`config.mk`:
```
export PLATFORM = sky130hd
export DESIGN_NAME = addrwin_top
export DESIGN_NICKNAME = d
export VERILOG_FILES = /design/src/rtl/addrwin_pkg.sv /design/src/rtl/addrwin_dec32.sv /design/src/rtl/addrwin_dec64.sv /design/src/rtl/addrwin_top.sv
export SDC_FILE = /design/constraint.sdc
export NUM_CORES = 1
export LEC_CHECK = 0
export CAP_MARGIN = 20
export CORE_MARGIN = 2
export CORE_UTILIZATION = 45
export CTS_BUF_LIST = sky130_fd_sc_hd__clkbuf_8
export CTS_CLUSTER_SIZE = 8
export DETAILED_ROUTE_END_ITERATION = 6
export GPL_ROUTABILITY_DRIVEN = 1
export PLACE_DENSITY_LB_ADDON = 0.05
export SKIP_LAST_GASP = 1
export SYNTH_ARGS = -nofsm -noshare
export SYNTH_HDL_FRONTEND = slang
export SYNTH_SLANG_ARGS = --single-unit
export TNS_END_PERCENT = 100
```
`constraint.sdc`:
```
create_clock -name clk -period 3.6 [get_ports clk]
set_input_delay 0.72 -clock clk [delete_from_list [all_inputs] [get_ports clk]]
set_output_delay 0.72 -clock clk [all_outputs]
set_load 0.01 [all_outputs]
```
`src/rtl/addrwin_pkg.sv`:
```
package addrwin_pkg;
    localparam int ADDR_W   = 64;
    localparam int NARROW_W = 32;
    localparam int SEL_W    = 2;

    typedef enum logic [SEL_W-1:0] {
        WIN_USER   = 2'd0,
        WIN_DIRECT = 2'd1,
        WIN_KERNEL = 2'd2,
        WIN_RSVD   = 2'd3
    } win_e;

    localparam logic [1:0] ATTR_SO  = 2'd0;
    localparam logic [1:0] ATTR_CC  = 2'd1;
    localparam logic [1:0] ATTR_BAD = 2'd3;
    localparam logic [1:0] PRIV_TOP = 2'd0;

    typedef struct packed {
        logic [ADDR_W-1:0] paddr;
        logic [1:0]        attr;
        win_e              win;
        logic              walk;
        logic              f_priv;
        logic              f_attr;
        logic              f_rsvd;
    } xlat_t;
endpackage

```
`src/rtl/addrwin_dec32.sv`:
```
module addrwin_dec32
    import addrwin_pkg::*;
(
    input  logic [NARROW_W-1:0] va,
    input  logic [1:0]          priv,
    output xlat_t               res
);
    localparam int KEEP_W = NARROW_W - SEL_W;

    always_comb begin
        res = '0;
        unique case (va[NARROW_W-1 -: SEL_W])
            2'b00, 2'b01: begin
                res.win  = WIN_USER;
                res.walk = 1'b1;
                res.attr = ATTR_CC;
            end
            2'b10: begin
                res.win   = WIN_DIRECT;
                res.paddr = {{(ADDR_W-KEEP_W){1'b0}}, va[KEEP_W-1:0]};
                res.attr  = va[KEEP_W-1] ? ATTR_CC : ATTR_SO;
            end
            default: begin
                res.win  = WIN_KERNEL;
                res.walk = 1'b1;
                res.attr = ATTR_CC;
            end
        endcase
        res.f_priv = (priv != PRIV_TOP) && (res.win != WIN_USER);
    end
endmodule

```
`src/rtl/addrwin_dec64.sv`:
```
module addrwin_dec64
    import addrwin_pkg::*;
(
    input  logic [ADDR_W-1:0] va,
    input  logic [1:0]        priv,
    output xlat_t             res
);
    localparam int CLR_W  = 4;
    localparam int KEEP_W = ADDR_W - CLR_W;

    always_comb begin
        res = '0;
        unique case (va[ADDR_W-1 -: SEL_W])
            2'b00: begin
                res.win  = WIN_USER;
                res.walk = 1'b1;
                res.attr = ATTR_CC;
            end
            2'b11: begin
                res.win  = WIN_KERNEL;
                res.walk = 1'b1;
                res.attr = ATTR_CC;
            end
            2'b10: begin
                res.win    = WIN_DIRECT;
                res.paddr  = {{CLR_W{1'b0}}, va[KEEP_W-1:0]};
                res.attr   = va[KEEP_W+1:KEEP_W];
                res.f_attr = (va[KEEP_W+1:KEEP_W] == ATTR_BAD);
            end
            default: begin
                res.win    = WIN_RSVD;
                res.f_rsvd = 1'b1;
            end
        endcase
        res.f_priv = (priv != PRIV_TOP) && (res.win != WIN_USER);
    end
endmodule

```
`src/rtl/addrwin_top.sv`:
```
module addrwin_top
    import addrwin_pkg::*;
(
    input  logic              clk,
    input  logic              rst_n,
    input  logic              in_valid,
    input  logic              in_wide,
    input  logic [1:0]        in_priv,
    input  logic [ADDR_W-1:0] in_vaddr,
    output logic              out_valid,
    output logic [ADDR_W-1:0] out_paddr,
    output logic [1:0]        out_attr,
    output logic [1:0]        out_win,
    output logic              out_walk,
    output logic              out_fault_priv,
    output logic              out_fault_attr,
    output logic              out_fault_rsvd
);
    typedef struct packed {
        logic  valid;
        xlat_t x;
    } state_t;

    xlat_t  r32, r64, sel;
    state_t st_d, st_q;

    addrwin_dec32 u_dec32 (
        .va   (in_vaddr[NARROW_W-1:0]),
        .priv (in_priv),
        .res  (r32)
    );

    addrwin_dec64 u_dec64 (
        .va   (in_vaddr),
        .priv (in_priv),
        .res  (r64)
    );

    always_comb begin
        sel = in_wide ? r64 : r32;
        if (sel.f_priv || sel.f_attr || sel.f_rsvd) begin
            sel.paddr = '0;
            sel.attr  = '0;
            sel.walk  = 1'b0;
        end
        st_d       = st_q;
        st_d.valid = in_valid;
        if (in_valid) begin
            st_d.x = sel;
        end
    end

    always_ff @(posedge clk) begin
        if (!rst_n) begin
            st_q <= '0;
        end else begin
            st_q <= st_d;
        end
    end

    assign out_valid      = st_q.valid;
    assign out_paddr      = st_q.x.paddr;
    assign out_attr       = st_q.x.attr;
    assign out_win        = st_q.x.win;
    assign out_walk       = st_q.x.walk;
    assign out_fault_priv = st_q.x.f_priv;
    assign out_fault_attr = st_q.x.f_attr;
    assign out_fault_rsvd = st_q.x.f_rsvd;

    // a result only follows a request
    a_r2_valid_follows: assert property (@(posedge clk) disable iff (!rst_n)
        out_valid |-> $past(in_valid));

    // idle cycles leave the data outputs unchanged
    a_r2_hold: assert property (@(posedge clk) disable iff (!rst_n)
        !in_valid |=> ($stable(out_paddr) && $stable(out_win) && $stable(out_attr)));

    // a fault suppresses walk, address and attribute
    a_r12_fault_clears: assert property (@(posedge clk) disable iff (!rst_n)
        (out_fault_priv || out_fault_attr || out_fault_rsvd)
            |-> (out_paddr == '0 && !out_walk && out_attr == 2'd0));

    // user level faults exactly when the window is not USER
    a_r6_user_gate: assert property (@(posedge clk) disable iff (!rst_n)
        (in_valid && in_priv == 2'd3)
            |=> (out_fault_priv == (out_win != WIN_USER)));

    // the reserved 64-bit window always faults
    a_r10_rsvd: assert property (@(posedge clk) disable iff (!rst_n)
        (in_valid && in_wide && in_vaddr[ADDR_W-1 -: SEL_W] == 2'b01)
            |=> (out_fault_rsvd && out_win == WIN_RSVD));

    // user window never faults on privilege
    a_r3_user_open: assert property (@(posedge clk) disable iff (!rst_n)
        (out_valid && out_win == WIN_USER) |-> (!out_fault_priv && out_walk));
endmodule

```
==> flow_metrics.py <==
metrics = {
    "place": {
        "portBuffers": 138,
        "place_area_sq_um": 4360,
        "gp_routability_congestion": 0.726,
        "place_worst_setup_slack_ns": 0.613,
        "detailedPlacementHpwl_microns": 5020,
    },
    "floorplanning": {
        "die_area_sq_um": 7370,
        "floorplan.core_area_sq_um": 6420,
        "initial_utilization_pct": 46.9,
        "die_w_microns": 85.8,
        "io_pins": 143,
        "floorplan.rows": 29,
        "fp.dieH_microns": 85.8,
    },
    "sta": {
        "period_share_pct": 73.3,
        "final_max_slew_viol_count": 0,
        "min_period_ns": 2.64,
        "setup_repair_after_global_routing_missed_its_margin": "false",
        "setup_ws_ns": 0.961,
        "timing.slew.headroom_pct": 34.5,
        "timing.fmax_mhz": 379,
        "worst_pin_slew_ns": 0.982,
        "tns_ns": 0,
        "fin_skew_ns": 0,
        "finalHoldViolCount": 0,
        "report.final.setup_viol": 0,
    },
    "cts": {
        "clk_root_buffer_cell": "clkbuf_8",
        "clk_transition_reported_paths_ns": 0.07,
        "numCtsBuffers": 9,
        "post_cts.resized_instances": 0,
        "number_of_clock_sinks": 69,
        "cts_hold_buffers": 0,
        "clock_tree_from_tritoncts": "built",
        "cts_max_path_buffers": 2,
        "cts-htree-levels": 3,
        "post_cts_setup_bufs": 0,
        "clock_insertion_delay_worst_skew_ns": 0.33,
    },
    "cells_and_area": {
        "fin_area_sq_um": 4550,
        "finalCoreUtilization_pct": 70.8,
        "final_layout_size_suffix_gt1_share_pct": 12.3,
        "nNetsFinal": 525,
        "n_antenna_cell": 0,
        "area.growth.synth_to_final_pct": 50.9,
    },
    "synth": {
        "ys.flop_type": "dfxtp_1",
        "synth_top_cell_by_area": "dfxtp_1",
        "netlist_area_sq_um": 3010,
        "yosysWarnings": 0,
        "asyncSetResetFlopFracSynth_pct": 0,
        "yosys-top-cells-area": "dfxtp_1 46%, o31ai_2 12%, nand3b_1 8.2%",
        "sequential_share_of_the_synthesized_area_pct": 45.8,
        "synthMostInstantiatedCell": "dfxtp_1",
        "ys_ff_latch": 69,
        "number_of_enable_flip_flop_cells_after_synthesis": 0,
        "ys_top_cells_by_count": "69 x dfxtp_1, 65 x nand2_1, 33 x nand3b_1",
        "post-synth-top-area-fraction_pct": 45.8,
        "syn_avg_cell_area_sq_um": 9.13,
        "syn-instance-count": 330,
        "post_synth_num_cell_types": 31,
    },
    "global_route": {
        "global_route.overflow_total": 0,
        "grt_start_max_net_pins": 73,
        "initial_antenna_violation_count": 0,
        "grtUsageTotal_pct": 20.5,
        "grt_pass1_vias": 2586,
        "grt_pass1_wl_microns": 12100,
    },
    "min_path": {
        "hp-start": "out_paddr[5]$_SDFFE_PN0P_",
        "class_of_the_worst_hold_path": "flop to flop",
    },
    "route": {
        "vias_per_cell": 5.15,
        "num_vias": 2733,
        "wl_per_cell_microns": 13.8,
        "first_iter_violations": 180,
        "drtPass1Iterations": 7,
        "drc_errors": 10,
        "wl_microns": 7350,
        "drt_antenna_net_count": 0,
    },
    "run": {
        "timing.max_cap.violations": 0,
    },
    "outcome": {
        "failed_checks": "design-rule violations",
        "status": "complete, but fails checks",
    },
    "worst_setup_path": {
        "startpoint": "in_vaddr[62]",
        "startpoint_types": "input port",
        "timing.critical_path.fanout_max": 32,
        "critPathKind": "input port to flop",
        "setup.worst_path.end_class": "flop",
        "r2r_start": "out_win[1]$_SDFFE_PN0P_",
        "worstPathArrival_ns": 2.88,
        "worst-endpoint-required_ns": 3.84,
    },
    "power": {
        "total_leakage_power_nw": 1.59,
        "worst_ir_drop_vdd_uv": 193,
        "p_per_area_nw_per_um2": 351,
    },
}
==> through the flow <==
stage	hold slack, ns	power [W]	std cells
4_1_cts	0.463	0.00161	531
3_3_place_gp	0.436	0.00103	517
3_5_place_dp	0.447	0.00103	517
2_1_floorplan	0.477	0.000916	333
5_1_grt	0.478	0.00166	531
6_report	0.458	0.00159	531
==> where the power goes <==
| group | leakage (nW) | switching, W | internal (W) |
|---|---|---|---|
| combinational | 0.933 | 0.000110 | 0.000117 |
| sequential | 0.558 | 0.00000592 | 0.000775 |
| clock | 0.0974 | 0.000269 | 0.000317 |
==> registers in the layout, summed over array words and instances, names as in the netlist <==
signal and count:
out_fault_attr 1, out_attr 2, out_win 2, out_paddr 60
out_walk 1, out_fault_priv 1, out_fault_rsvd 1, out_valid 1
==> critical path: stages <==
cell and delay, ns:
clkdlybuf4s50_1 0.51, inv_1 0.08, ha_1 0.27, and4_1 0.24
a221o_2 0.65, o41ai_2 0.41
==> cell type report <==
class / count / area (sq um)
multi-input combinational: 224 / 1450
clock buffer: 13 / 179
inverter: 5 / 18.8
tap: 77 / 96.3
fill: 516 / 1880
sequential: 69 / 1380
timing repair buffer: 142 / 1410
clock inverter: 1 / 5.00
==> kinds of logic after synthesis <==
family	count (synthesis)	synth area share (%)
AO/OA/AOI/OAI	73	21.1
other	1	0.124
buffers and inverters	40	6.81
AND/OR/NAND/NOR	142	24.1
multiplexers	1	0.332
flip-flops	69	45.8
adder cells (fa/ha/maj)	4	1.66
==> path summary, 6_finish.rpt <==
kind	endpoint	slack, ns	depth (start not counted)
max reg2reg	out_win[1]$_SDFFE_PN0P_	2.85	2
min reg2reg	out_paddr[5]$_SDFFE_PN0P_	0.46	2
min	out_paddr[5]$_SDFFE_PN0P_	0.46	2
max	out_walk$_SDFFE_PN0P_	0.96	6
==> placed cells by master, fill, tap and decap left out <==
cell             instances
clkdlybuf4s50_1        136
dfxtp_1                 69
nand2_1                 65
nand3b_1                33
nand3_1                 32
o21ai_1                 30
o31ai_2                 30
clkbuf_8                13
inv_1                    5
nor2_1                   4
ha_1                     4
conb_1                   4
buf_4                    3
and2_1                   2
o21ai_0                  2
nand2b_1                 2
a21oi_1                  2
buf_2                    2
or2_1                    1
a2bb2oi_2                1
a2111o_1                 1
and4_1                   1
a221o_2                  1
nor3b_2                  1
a21oi_4                  1
nor2b_2                  1
o31ai_1                  1
a22o_1                   1
a311oi_1                 1
o41ai_2                  1
mux2i_1                  1
a211oi_1                 1
clkinv_2                 1
buf_12                   1
==> per-layer routing <==
metal,share of wire [%],wire (microns),vias to the layer above,GRT usage (%)
met5,0,0,-,0
met4,1.6,114,0,8.23
met3,10,740,11,7.41
met2,45,3320,96,33.1
met1,43,3180,1252,24.9
li1,-,-,1374,-
No activity file was read; power rests on OpenSTA's default activity.
